`config.mk`:
```
export PLATFORM = sky130hd
export DESIGN_NAME = trig_capture_ctrl
export DESIGN_NICKNAME = d
export VERILOG_FILES = /design/src/rtl/cap_pkg.sv /design/src/rtl/cap_divider.sv /design/src/rtl/cap_packer.sv /design/src/rtl/cap_readback.sv /design/src/rtl/trig_capture_ctrl.sv
export SDC_FILE = /design/constraint.sdc
export NUM_CORES = 1
export LEC_CHECK = 0
export BUFFER_PORTS_ARGS = -buffer_cell sky130_fd_sc_hd__buf_2
export CAP_MARGIN = 20
export CORE_ASPECT_RATIO = 0.5
export CORE_MARGIN = 5
export CORE_UTILIZATION = 45
export DETAILED_ROUTE_END_ITERATION = 16
export PLACE_DENSITY_LB_ADDON = 0.3
export SYNTH_ARGS = -nofsm -noshare
export SYNTH_HDL_FRONTEND = slang
export SYNTH_SLANG_ARGS = --single-unit
```
`constraint.sdc`:
```
create_clock -name clk -period 7.09 [get_ports clk]
set_input_delay 1.0635 -clock clk [delete_from_list [all_inputs] [get_ports clk]]
set_output_delay 1.0635 -clock clk [all_outputs]
set_load 0.02 [all_outputs]
```
`src/rtl/cap_pkg.sv`:
```
package cap_pkg;
    localparam int GROUPS = 4;
    localparam int GRP_W  = 8;

    typedef enum logic [1:0] {
        PH_IDLE = 2'd0,
        PH_PRE  = 2'd1,
        PH_POST = 2'd2,
        PH_READ = 2'd3
    } phase_e;
endpackage

```
`src/rtl/cap_divider.sv`:
```
module cap_divider #(
    parameter int DIV_W = 24
) (
    input  logic             clk,
    input  logic             rst_n,
    input  logic             run,
    input  logic [DIV_W-1:0] div,
    output logic             tick
);
    logic [DIV_W-1:0] cnt_d, cnt_q;

    always_comb begin
        tick  = run && (cnt_q == div);
        cnt_d = cnt_q;
        if (!run || tick) begin
            cnt_d = '0;
        end else begin
            cnt_d = cnt_q + 1'b1;
        end
    end

    always_ff @(posedge clk) begin
        if (!rst_n) cnt_q <= '0;
        else        cnt_q <= cnt_d;
    end

    // a nonzero divider never yields back-to-back kept samples
    a_r2_tick_spacing: assert property (@(posedge clk) disable iff (!rst_n)
        (tick && div != '0) |=> !tick);
endmodule

```
`src/rtl/cap_packer.sv`:
```
module cap_packer
    import cap_pkg::*;
#(
    parameter int MEM_BYTES = 4096,
    parameter int AW        = 12
) (
    input  logic [GROUPS-1:0]       grp_off,
    input  logic [GROUPS*GRP_W-1:0] smp,
    output logic [GROUPS*GRP_W-1:0] packed_data,
    output logic [AW:0]             depth
);
    localparam int NW = $clog2(GROUPS + 1);

    logic [AW:0]       depth_tab [0:GROUPS];
    logic [GROUPS-1:0] keep;
    logic [NW-1:0]     n_sel;

    for (genvar g = 0; g <= GROUPS; g++) begin : g_depth
        assign depth_tab[g] = (AW+1)'(MEM_BYTES / ((g == 0) ? 1 : g));
    end

    assign keep = (grp_off == '1) ? GROUPS'(1) : ~grp_off;

    always_comb begin
        int pos;
        pos         = 0;
        packed_data = '0;
        for (int g = 0; g < GROUPS; g++) begin
            if (keep[g]) begin
                packed_data[pos*GRP_W +: GRP_W] = smp[g*GRP_W +: GRP_W];
                pos = pos + 1;
            end
        end
        n_sel = NW'(pos);
    end

    assign depth = depth_tab[n_sel];
endmodule

```
`src/rtl/cap_readback.sv`:
```
module cap_readback #(
    parameter int AW = 12,
    parameter int CW = 18
) (
    input  logic          clk,
    input  logic          rst_n,
    input  logic          start,
    input  logic [AW-1:0] start_ptr,
    input  logic [AW:0]   depth,
    input  logic [CW-1:0] limit,
    input  logic          step,
    output logic          active,
    output logic [AW-1:0] addr,
    output logic          last
);
    typedef struct packed {
        logic          active;
        logic [AW-1:0] ptr;
        logic [CW-1:0] cnt;
    } rb_t;

    rb_t r_d, r_q;

    always_comb begin
        r_d = r_q;
        if (start) begin
            r_d.active = 1'b1;
            r_d.ptr    = start_ptr;
            r_d.cnt    = '0;
        end else if (r_q.active && step) begin
            if (r_q.cnt == limit) begin
                r_d.active = 1'b0;
            end else begin
                r_d.ptr = (r_q.ptr == '0) ? AW'(depth - 1'b1) : r_q.ptr - 1'b1;
                r_d.cnt = r_q.cnt + 1'b1;
            end
        end
    end

    always_ff @(posedge clk) begin
        if (!rst_n) r_q <= '0;
        else        r_q <= r_d;
    end

    assign active = r_q.active;
    assign addr   = r_q.ptr;
    assign last   = r_q.active && (r_q.cnt == limit);

    // stepping past the final position ends readback
    a_r8_last_ends: assert property (@(posedge clk) disable iff (!rst_n)
        (last && step && !start) |=> !active);
    // readback address stays inside the ring
    a_r8_addr_in_ring: assert property (@(posedge clk) disable iff (!rst_n)
        active |-> ({1'b0, addr} < depth));
endmodule

```
`src/rtl/trig_capture_ctrl.sv`:
```
module trig_capture_ctrl
    import cap_pkg::*;
#(
    parameter int MEM_BYTES = 4096,
    parameter int CNT_W     = 16,
    parameter int DIV_W     = 24,
    localparam int AW       = $clog2(MEM_BYTES),
    localparam int SW       = GROUPS * GRP_W
) (
    input  logic             clk,
    input  logic             rst_n,
    input  logic             arm,
    input  logic             trig_en,
    input  logic [CNT_W-1:0] cfg_read_cnt,
    input  logic [CNT_W-1:0] cfg_delay_cnt,
    input  logic [GROUPS-1:0] cfg_grp_off,
    input  logic [DIV_W-1:0] cfg_div,
    input  logic [SW-1:0]    smp_in,
    input  logic             trig_in,
    input  logic             rd_next,
    output logic             mem_we,
    output logic [AW-1:0]    mem_addr,
    output logic [SW-1:0]    mem_data,
    output logic             done,
    output logic [AW-1:0]    rd_addr,
    output logic             rd_last
);
    localparam int CW = CNT_W + 2;

    typedef struct packed {
        phase_e            phase;
        logic [AW-1:0]     wr_ptr;
        logic [CW-1:0]     post_cnt;
        logic [CNT_W-1:0]  read_cnt;
        logic [CNT_W-1:0]  delay_cnt;
        logic [GROUPS-1:0] off;
        logic [DIV_W-1:0]  div;
        logic              trig_en;
    } ctl_t;

    ctl_t c_d, c_q;

    logic          tick;
    logic          run;
    logic [AW:0]   depth;
    logic [SW-1:0] packed_smp;
    logic          rb_start;
    logic          rb_active;
    logic          rb_last;
    logic [AW-1:0] rb_addr;
    logic [AW-1:0] wr_nxt;
    logic [CW-1:0] post_lim;
    logic [CW-1:0] read_lim;

    assign run      = (c_q.phase == PH_PRE) || (c_q.phase == PH_POST);
    assign post_lim = {c_q.delay_cnt, 2'b11};
    assign read_lim = {c_q.read_cnt, 2'b11};
    assign wr_nxt   = ({1'b0, c_q.wr_ptr} == depth - 1'b1) ? '0 : c_q.wr_ptr + 1'b1;

    cap_divider #(.DIV_W(DIV_W)) u_div (
        .clk   (clk),
        .rst_n (rst_n),
        .run   (run),
        .div   (c_q.div),
        .tick  (tick)
    );

    cap_packer #(.MEM_BYTES(MEM_BYTES), .AW(AW)) u_pack (
        .grp_off     (c_q.off),
        .smp         (smp_in),
        .packed_data (packed_smp),
        .depth       (depth)
    );

    cap_readback #(.AW(AW), .CW(CW)) u_rb (
        .clk       (clk),
        .rst_n     (rst_n),
        .start     (rb_start),
        .start_ptr (c_q.wr_ptr),
        .depth     (depth),
        .limit     (read_lim),
        .step      (rd_next),
        .active    (rb_active),
        .addr      (rb_addr),
        .last      (rb_last)
    );

    always_comb begin
        c_d      = c_q;
        mem_we   = 1'b0;
        rb_start = 1'b0;
        case (c_q.phase)
            PH_IDLE: begin
                if (arm) begin
                    c_d.phase     = PH_PRE;
                    c_d.wr_ptr    = '0;
                    c_d.post_cnt  = '0;
                    c_d.read_cnt  = cfg_read_cnt;
                    c_d.delay_cnt = cfg_delay_cnt;
                    c_d.off       = cfg_grp_off;
                    c_d.div       = cfg_div;
                    c_d.trig_en   = trig_en;
                end
            end
            PH_PRE: begin
                if (tick) begin
                    mem_we     = 1'b1;
                    c_d.wr_ptr = wr_nxt;
                    if (!c_q.trig_en || trig_in) begin
                        c_d.phase    = PH_POST;
                        c_d.post_cnt = CW'(1);
                    end
                end
            end
            PH_POST: begin
                if (tick) begin
                    mem_we     = 1'b1;
                    c_d.wr_ptr = wr_nxt;
                    if (c_q.post_cnt == post_lim) begin
                        c_d.phase = PH_READ;
                        rb_start  = 1'b1;
                    end else begin
                        c_d.post_cnt = c_q.post_cnt + 1'b1;
                    end
                end
            end
            PH_READ: begin
                if (rb_last && rd_next) begin
                    c_d.phase = PH_IDLE;
                end
            end
            default: c_d.phase = PH_IDLE;
        endcase
    end

    always_ff @(posedge clk) begin
        if (!rst_n) c_q <= '0;
        else        c_q <= c_d;
    end

    assign mem_addr = c_q.wr_ptr;
    assign mem_data = packed_smp;
    assign done     = (c_q.phase == PH_READ);
    assign rd_addr  = rb_addr;
    assign rd_last  = rb_last;

    // writes land inside the ring sized for the enabled groups
    a_r4_addr_in_ring: assert property (@(posedge clk) disable iff (!rst_n)
        mem_we |-> ({1'b0, mem_addr} < depth));
    // nothing is written once the capture has finished
    a_r6_quiet_when_done: assert property (@(posedge clk) disable iff (!rst_n)
        done |-> !mem_we);
    // done rises only right after a write
    a_r6_done_after_write: assert property (@(posedge clk) disable iff (!rst_n)
        $rose(done) |-> $past(mem_we));
    // readback state and done agree
    a_r8_done_tracks_rb: assert property (@(posedge clk) disable iff (!rst_n)
        done |-> rb_active);
    // latched divider and group mask hold while busy
    a_r1_cfg_held: assert property (@(posedge clk) disable iff (!rst_n)
        (c_q.phase != PH_IDLE) |=> ((c_q.phase == PH_IDLE) || ($stable(c_q.div) && $stable(c_q.off))));
endmodule

```
==> results.md, run 1 <==
- Setup CP Type: reg2out
- N_diodes: 0
- First-pass GRT wire length: 36300 um
- Complex-gate fraction of the synthesized area: 15.8%
- Ys flop type: dfxtp_1
- Worst Skew: 9.23 ps
- Simple-Gate Fraction of Synth Area: 26.9%
- Max_cap viols: 0
- Num CTS Buffers: 17
- Startpoint Class: flip-flop
- Final worst slack: 1550 ps
- Drt via density: 5.47
- Pins Over Slew Limit: 0
- Status: completed
- Clock Sink Count: 148
- Layout area overhead: 16.6%
- Top cell by count, worst path: ha_1
- Syn Inst Count: 1051
- Top-count cell post-synth: nand2_1
- Top area cells in the synthesized netlist: dfxtp_1, xnor2_1, nand2_1
- Area leader, netlist: dfxtp_1
- Register bit total from synthesis: 148
- Inst Count DP: 1364
- Clk_lat worst skew: 420 ps
- Crit path max-delay cell type: dfxtp_1
- Boundary Pins: 157
- Max Freq: 180 MHz
- Syn_nets: 1166
- Die Y: 106 um
- Tot Pwr: 2.99 mW
- Max_slew headroom: 43.8%
- Pwr per Cell Area: 312 nW/um^2
- Dpl hpwl: 16000 um
- Worst Path Buf+Inv: 2
- Antenna-violating nets left: 0
- Largest family of logic cells by synthesized area: simple AND/OR/NAND/NOR gates
- Post-Place Worst Slack: 1860 ps
- Mux cell area share after synthesis: 0.975%
- Max stage delay on crit path: 810 ps
- Synth warn: 0
- Initial Utilization: 46.5%
- IO buf count: 156
- Final net count: 1267
- Pleak: 3.74 nW
- Filler Cell Count: 1678
- CTS tree: yes
- Tcrit/Tclk final: 78.2%
- Post-synthesis average cell area: 7.82 um^2
- Adder-cell share of the synthesized area: 2.73%
- DRC errors left: 0
- Synth Area in XOR/XNOR: 11.4%
- Initial DRT Pass Iterations: 4
- Largest net degree at the start of global routing: 78
- CP required: 6030 ps
- Number of synthesized flops with an enable pin: 0
- Gr ovfl total: 0
- Clk root buf: clkbuf_16
- Detailed Route WL: 22000 um
- Core area: 17700 um^2
- Final hold viol count: 0
- Vias: 7655
- Crit-path max FO: 25
- # hold bufs at CTS: 0
- Synth top area share: 36.1%
- Async set-reset flop share out of synthesis: 0%
- Clock Path Buffers: 2
- Top cells by count, synth: nand2_1, dfxtp_1, a21oi_1
- Worst path arrival time: 4480 ps
- RSZ-0062 raised after global routing: no
- Routed WL per cell: 15.7 um
- Post-synth cell types: 59
- Cell Area, Synth: 8210 um^2
- Global placement routability congestion: 0.888
- Clock H-tree levels: 4
- FP Rows: 34
- Die area: 21200 um^2
- DRT iter0 DRCs: 545
- Setup repair bufs after CTS: 0
- Final std cells w/o fill: 1399
- CP Cell Sequence: nand3_1, nand2_1, inv_1, ha_1, xor2_2, ha_1, ha_1, nor2b_1, nand2_1, nor3_1, a22o_1, buf_2
- Worst slew pin tran: 843 ps
- Die W: 201 um
- Cts repair resizes: 0
- Total GRT Usage: 20.3%
- Fin crit period: 5540 ps
- Sequential fraction of the synthesis area: 36.1%
- CP endpoint kind: primary output
- Initial antenna violation count: 0
- Hold/Removal Path Class: reg2reg
- Share of layout cells above drive strength 1: 18.3%
- CP top delay family: simple AND/OR/NAND/NOR gates
- Worst-path clk slew: 70 ps
- Setup TNS: 0 ps
- Setup violations, final: 0
- Vias in the first global route: 7291
- VDD IR max: 140 uV
==> flip-flops by register name (all words and copies together), names as in the netlist <==
signal	flops
c_q	81
mem_addr	12
u_rb.r_q	18
u_rb.active	1
u_rb.addr	12
u_div.cnt_q	24
==> cells in the final DEF (no fill, tap or decap), drive strengths merged, types with 15 or more instances in the layout <==
master,instances
nor2b,20
a21oi,99
xor2,31
nor2,94
nand3,45
nor4,15
clkbuf,20
nand4,27
ha,17
o21ai,38
a22o,16
dfxtp,148
nor3,30
buf,161
nand2,164
xnor2,75
inv,27
==> power by group <==
part / leakage, nW / switching (mW) / internal, mW / total (mW)
logic: 2.24 / 0.658 / 0.369 / 1.03
registers: 1.20 / 0.0805 / 0.915 / 0.996
clock network: 0.295 / 0.372 / 0.594 / 0.967
==> area by class of cell <==
class                   count  area, um^2  area share [%]
clock inverters            14         201            2.10
repair buffers            163         853            8.91
inverters                  23        86.3           0.901
clock buffers              18         429            4.48
multi-input cells         799        4750            49.6
flip-flops and latches    148        2960            30.9
well taps                 234         293            3.06
==> worst register-to-register path: stages, from the launching register on <==
cell,delay (ps)
dfxtp_1,810
nand3_1,140
nand2_1,300
inv_1,90
ha_1,390
xor2_2,340
inv_1,180
ha_1,220
nor2b_1,140
xnor2_1,460
o21ai_1,280
nor4_1,290
o221ai_1,230
o41ai_4,610
nor2_1,110
==> path summary, 6_finish.rpt <==
| kind | startpoint | end | slack [ps] | cells after the start |
|---|---|---|---|---|
| hold reg to reg | c_q[0]$_SDFFE_PN0P_ | c_q[0]$_SDFFE_PN0P_ | 460 | 2 |
| hold / removal | c_q[0]$_SDFFE_PN0P_ | c_q[0]$_SDFFE_PN0P_ | 460 | 2 |
| setup reg to reg | c_q[26]$_SDFFE_PN0P_ | mem_addr[1]$_SDFFE_PN0P_ | 2370 | 14 |
| setup / recovery | c_q[26]$_SDFFE_PN0P_ | mem_data[11] | 1550 | 12 |
==> through the flow <==
stage                     hold slack, ps  util [%]  area [um^2]
after floorplan                      432         -         8210
after global placement               449      50.4         8900
after detailed placement             453      50.5         8920
after CTS                            461      54.1         9550
after global routing                 485      54.3         9580
final                                458      54.3         9580
==> layer usage <==
metal / up-vias / wire (um) / track usage [%]
met5: - / 0 / 0
met4: 0 / 414 / 7.07
met3: 37 / 1110 / 3.99
met2: 221 / 10200 / 33.7
met1: 3578 / 10200 / 26.7
li1: 3819 / - / -
==> cells by family (layout without fill, tap and decap cells) <==
group                      after synthesis  in the layout
muxes                                    8              8
AOI/OAI and AO/OA                      209            209
and+or+nand+nor                        458            458
DFF                                    148            148
xor gates and xnor gates               106            106
adders and majority gates               18             18
buffers and inverters                  104            218
(Power assumes the default switching activity.)
==> inputs of run 2 (changes only) <==
clock period = 4.6 ns   (was 7.09 ns; I/O delays follow)
==> run 2 against run 1 <==
  * Clock-buffer cell count did not move
  * Utilization rose by 0.15 points
  * Setup slack got worse by 1300 ps
  * Clock skew rose by 0.80 ps
  * Non-clock buffer count rose by 4
  * Critical path depth did not move
  * Cell count rose by 0.21%
  * Clock power rose by 44%
  * First-iteration DRC count fell by 15%
  * Routed wire length fell by 0.25%
  * Combinational power rose by 56%
  * Critical path type unchanged
  * Critical endpoint is now mem_data[2]
  * Largest power group unchanged
  * Highest routed layer unchanged
==> results.md, run 2 (synthesis gave the netlist of run 1 again) <==
- Status: completed
- Die area: 21200 um^2 (unchanged)
- Die W: 201 um (unchanged)
- Fin crit period: 4310 ps
- Commonest non-fill, non-tap cell in the layout: nand2_1
- Clk network pwr share: 30.7% (-1.6 points)
- Vias in the first global route: 7370 (+1.1%)
- Boundary Pins: 157 (unchanged)
- Routed WL per cell: 15.6 um (-0.47%)
- Filler Cell Count: 1668 (-0.60%)
- Worst-path clk slew: 60 ps (about the same)
- Crit-path max FO: 16 (-36%)
- CTS tree: yes
- Drt via density: 5.49 (+0.24%)
- Max Freq: 232 MHz
- Max_slew headroom: 47.5% (+3.7 points)
- Tcrit/Tclk final: 93.8%
- First-pass GRT wire length: 36300 um (-0.19%)
- Layout area overhead: 17.0%
- Initial antenna violation count: 0 (unchanged)
- DRT iter0 DRCs: 462 (-15%)
- Total GRT Usage: 20.2% (-0.083 points)
- Pins Over Slew Limit: 0 (unchanged)
- Comb pwr share: 35.6% (+1.3 points)
- Max_cap viols: 0 (unchanged)
- Net Sw Frac: 37.7% (+0.51 points)
- CP endpoint kind: primary output
- Clock H-tree levels: 4 (unchanged)
- Global placement routability congestion: 0.897 (+0.97%)
- Clk root buf: clkbuf_16
- Worst Skew: 10.0 ps (+0.802 ps)
- CP required: 3910 ps (-2120 ps)
- Final hold viol count: 0 (unchanged)
- IO buf count: 156 (unchanged)
- Clock Path Buffers: 2 (unchanged)
- Dpl hpwl: 16100 um (+0.32%)
- Biggest register: c_q
- Vias: 7690 (+0.46%)
- Core area: 17700 um^2 (unchanged)
- Num CTS Buffers: 17 (unchanged)
- Pleak: 3.75 nW (+0.32%)
- Initial Utilization: 46.5% (unchanged)
- Startpoint Class: flip-flop
- Pwr per Cell Area: 469 nW/um^2 (+50%)
- Pint: 2.81 mW (+50%)
- FP Rows: 34 (unchanged)
- VDD IR max: 256 uV (+82%)
- Clock Sink Count: 148 (unchanged)
- Cts repair resizes: 0 (unchanged)
- # hold bufs at CTS: 0 (unchanged)
- DRC errors left: 0 (unchanged)
- Multi-input logic area: 4760 um^2 (+0.21%)
- Final std cells w/o fill: 1402 (+0.21%)
- Initial DRT Pass Iterations: 5 (+1)
- Die Y: 106 um (unchanged)
- Largest registers: c_q: 81 flops, u_div.cnt_q: 24 flops, u_rb.r_q: 18 flops
- RSZ-0062 raised after global routing: no
- Most frequent cells in the layout: nand2_1, buf_2, dfxtp_1
- Antenna-violating nets left: 0 (unchanged)
- Final net count: 1271 (+0.32%)
- Gr ovfl total: 0 (unchanged)
- N_diodes: 0 (unchanged)
- Setup TNS: 0 ps (unchanged)
- Worst path arrival time: 3620 ps (-860 ps)
- Setup repair bufs after CTS: 0 (unchanged)
- Setup violations, final: 0 (unchanged)
- Setup CP Type: reg2out
- Hold/Removal Path Class: reg2reg
- Net Sw Power: 1.70 mW (+53%)
- Clk_lat worst skew: 420 ps (about the same)
- Inst Count DP: 1369 (+0.37%)
- FF+latch area: 2960 um^2 (about the same)
- Detailed Route WL: 21900 um (-0.25%)
- Largest register FFs: 81 (unchanged)
- Largest net degree at the start of global routing: 64 (-18%)
- Share of layout cells above drive strength 1: 18.9% (+0.64 points)
- Worst slew pin tran: 788 ps (-54.9 ps)
- Sequential share of power: 33.6% (+0.3 points)
==> run 2: cell types whose count changed in the layout (fill, tap and decap cells not counted), moves of 2 or more <==
cell	before	now
nand2_2	1	3
clkinv_4	1	4
clkbuf_2	2	0
bufinv_16	4	2
buf_4	3	8
nand2_1	163	161
==> run 2: routing by layer <==
| metal | vias up | GRT usage [%] | share of wire, % | wire length (um) |
|---|---|---|---|---|
| met4 | 0 | 6.13 | 1.8 | 401 |
| met2 | 225 | 33.5 | 46 | 10100 |
| li1 | 3833 | - | - | - |
| met1 | 3594 | 26.5 | 46 | 10200 |
| met3 | 38 | 4.76 | 5.6 | 1230 |
| met5 | - | 0 | 0 | 0 |
==> run 2: area by class of cell <==
cell class	count	area share (%)
Multi-Input combinational cell	799	49.6
Clock inverter	13	1.58
Timing Repair Buffer	167	9.46
Clock buffer	18	4.57
Sequential cell	148	30.9
Inverter	23	0.899
Tap cell	234	3.05
==> run 2: metrics by stage <==
| step | area [um^2] | hold slack, ps | utilization, % | worst slack [ps] | total power [mW] |
|---|---|---|---|---|---|
| after global routing | 9610 | 487 | 54.4 | 30.5 | 4.79 |
| final | 9610 | 465 | 54.4 | 287 | 4.51 |
| after CTS | 9550 | 462 | 54.1 | 134 | 4.51 |
| after floorplan | 8210 | 432 | - | 813 | 2.69 |
| after detailed placement | 8960 | 455 | 50.7 | 506 | 3.13 |
| after global placement | 8940 | 448 | 50.6 | 767 | 3.07 |
==> run 2: final timing paths <==
path                                                  to            startpoint  slack [ps]  depth (start not counted)
worst min-delay path                 c_q[0]$_SDFFE_PN0P_   c_q[0]$_SDFFE_PN0P_         460                          2
worst max-delay path                         mem_data[2]  c_q[28]$_SDFFE_PN0P_         290                         12
worst min register to register       c_q[0]$_SDFFE_PN0P_   c_q[0]$_SDFFE_PN0P_         460                          2
worst max register to register  mem_addr[2]$_SDFFE_PN0P_  c_q[28]$_SDFFE_PN0P_         540                         14
==> run 2: power groups by stage <==
stage               logic (mW)  registers [mW]  clock network (mW)
floorplan                 1.18            1.51                   0
global placement          1.53            1.54                   0
detailed placement        1.58            1.54                   0
CTS                       1.59            1.52                1.41
global route              1.79            1.54                1.47
finish                    1.61            1.52                1.39
==> run 2: worst max-delay path, stage by stage, from the launching register on <==
cell      delay, ps
dfxtp_1         470
nand3_1         140
nand2_2         200
inv_1            70
ha_1            380
xor2_2          340
ha_1            210
ha_1            240
nor4bb_1        380
nand3_2         330
nor2_1          200
a21oi_1          60
buf_2           180
==> inputs of run 3 (changes only) <==
==> constraint.sdc (replaced) <==
create_clock -name clk -period 4.6 [get_ports clk]
set_input_delay 0.46 -clock clk [delete_from_list [all_inputs] [get_ports clk]]
set_output_delay 0.46 -clock clk [all_outputs]
set_load 0.02 [all_outputs]
==> run 3 against run 2 <==
  * Non-clock buffer count stayed put
  * Flip-flop and latch count stayed put
  * Combinational power hardly changed
  * First-iteration DRC count is 7.8% lower
  * Sequential power hardly changed
  * Routed wire length is 0.79% higher
  * Clock-buffer cell count stayed put
  * Utilization hardly changed
  * Largest cell class unchanged
==> results.md, run 3 (synthesis gave the netlist of run 1 again) <==
- N_diodes: 0 (unchanged)
- Largest registers: c_q: 81 flops, u_div.cnt_q: 24 flops, u_rb.r_q: 18 flops
- Initial antenna violation count: 0 (unchanged)
- Max_cap viols: 0 (unchanged)
- # hold bufs at CTS: 0 (unchanged)
- CP endpoint kind: primary output
- Net Sw Frac: 38.4% (+0.72 points)
- FP Rows: 34 (unchanged)
- Biggest register: c_q
- Worst-path clk slew: 70 ps (about the same)
- Setup TNS: 0 ps (unchanged)
- Worst Skew: 13.3 ps (+3.24 ps)
- Core area: 17700 um^2 (unchanged)
- Hold/Removal Path Class: in2reg
- Pwr per Cell Area: 468 nW/um^2 (-0.35%)
- Clk_lat worst skew: 420 ps (about the same)
- Worst Path Buf+Inv: 3 (+1)
- Most frequent cells in the layout: nand2_1, buf_2, dfxtp_1
- Final worst slack: 412 ps (+124 ps)
- DRC errors left: 0 (unchanged)
- Largest register FFs: 81 (unchanged)
- Num CTS Buffers: 17 (unchanged)
- Vias: 7704 (+0.18%)
- Clock Sink Count: 148 (unchanged)
- Clk network pwr share: 30.4% (-0.3 points)
- Final hold viol count: 0 (unchanged)
- Comb pwr share: 35.9% (+0.3 points)
- Setup violations, final: 0 (unchanged)
- Initial Utilization: 46.5% (unchanged)
- Crit-path max FO: 10 (-6)
- Post-Place Worst Slack: 473 ps (-32.5 ps)
- IO buf count: 156 (unchanged)
- CTS tree: yes
- Initial DRT Pass Iterations: 5 (unchanged)
- VDD IR max: 291 uV (+14%)
- Worst slew pin tran: 803 ps (+14.9 ps)
- Clock H-tree levels: 4 (unchanged)
- Routed WL per cell: 15.7 um (+0.72%)
- Sequential share of power: 33.8% (+0.2 points)
- Setup repair bufs after CTS: 0 (unchanged)
- Max stage delay on crit path: 460 ps (about the same)
- Commonest non-fill, non-tap cell in the layout: nand2_1
- Vias in the first global route: 7230 (-1.9%)
- Gr ovfl total: 0 (unchanged)
- Clock Path Buffers: 2 (unchanged)
- Die W: 201 um (unchanged)
- Crit path max-delay cell type: dfxtp_1
- Boundary Pins: 157 (unchanged)
- Drt via density: 5.49 (+0.11%)
- RSZ-0062 raised after global routing: no
- Total GRT Usage: 20.1% (-0.079 points)
- DRT iter0 DRCs: 426 (-7.8%)
- CP top delay family: simple AND/OR/NAND/NOR gates
- Final net count: 1271 (unchanged)
- Status: completed
- Pleak: 3.75 nW (about the same)
- Tcrit/Tclk final: 91.1% (-2.7 points)
- Max Freq: 239 MHz (+3.0%)
- Startpoint Class: flip-flop
- Antenna-violating nets left: 0 (unchanged)
- Largest net degree at the start of global routing: 64 (unchanged)
- Final Instance Area: 9610 um^2 (about the same)
- Net Sw Power: 1.73 mW (+1.6%)
- Placed inst area: 8960 um^2 (about the same)
- Cts repair resizes: 0 (unchanged)
- Top cell by count, worst path: ha_1
- CP Cell Sequence: nand3_1, nand2_1, inv_1, ha_1, xor2_2, ha_1, ha_1, nor2b_1, nand2_1, nor3_1, buf_4, a22o_1, buf_2
- Min Hold Slack: 275 ps (-190 ps)
- Setup CP Type: reg2out
- Pint: 2.77 mW (-1.5%)
- Dpl hpwl: 16200 um (+0.62%)
- Worst path arrival time: 3730 ps (+110 ps)
- Detailed Route WL: 22100 um (+0.79%)
- Fin crit period: 4190 ps (-124 ps)
- Max_slew headroom: 46.5% (-0.99 points)
- Layout area overhead: 17.0% (about the same)
- Pins Over Slew Limit: 0 (unchanged)
- Global placement routability congestion: 0.892 (-0.54%)
- Clk root buf: clkbuf_16
- First-pass GRT wire length: 36100 um (-0.38%)
- CP required: 4140 ps (+230 ps)
- Die Y: 106 um (unchanged)
- Share of layout cells above drive strength 1: 18.9% (about the same)
- Die area: 21200 um^2 (unchanged)
## run 3: changes by cell type in the layout (fill, tap and decap cells not counted), moves of 2 or more
cell	change
inv_8	+2
nand2_2	-2
nand2_1	+2
clkinv_4	-2
## run 3: stage by stage
step	power (mW)	std cells	util (%)
after floorplan	2.69	1051	-
after global placement	3.06	1367	50.6
after detailed placement	3.12	1369	50.8
after CTS	4.49	1401	54.1
after global routing	4.77	1403	54.4
final	4.50	1403	54.4
## run 3: routing by layer
layer  global-route usage [%]  vias up  share of wire (%)  wire (um)
li1                         -     3843                  -          -
met1                     26.4     3571                 46      10200
met2                     33.9      245                 46      10200
met3                     4.23       45                5.4       1200
met4                     5.79        0                2.1        455
met5                        0        -                  0          0
## run 3: layout make-up
class	count	area, um^2
inverters	23	86.3
fillers	1674	8050
clock inverters	14	143
multi-input cells	799	4780
well taps	234	293
repair buffers	167	908
flip-flops and latches	148	2960
clock buffers	18	439
## run 3: worst min-delay path, cell delays in order
cell	delay (ps)
buf_2	90
nand2_1	50
a21oi_1	50
## run 3: path summary, 6_finish.rpt
path,slack [ps],depth (start not counted),from,endpoint
setup / recovery,410,13,c_q[28]$_SDFFE_PN0P_,mem_data[14]
hold / removal,270,3,cfg_read_cnt[11],c_q[56]$_SDFFE_PN0P_
setup reg to reg,630,14,c_q[28]$_SDFFE_PN0P_,mem_addr[6]$_SDFFE_PN0P_
hold reg to reg,470,2,c_q[0]$_SDFFE_PN0P_,c_q[0]$_SDFFE_PN0P_
## run 3: power by group through the flow
stage          registers (mW)  clock network, mW  logic [mW]
2_1_floorplan            1.51                  0        1.18
3_3_place_gp             1.54                  0        1.52
3_5_place_dp             1.55                  0        1.58
4_1_cts                  1.52               1.39        1.58
5_1_grt                  1.53               1.44        1.79
6_report                 1.52               1.37        1.61
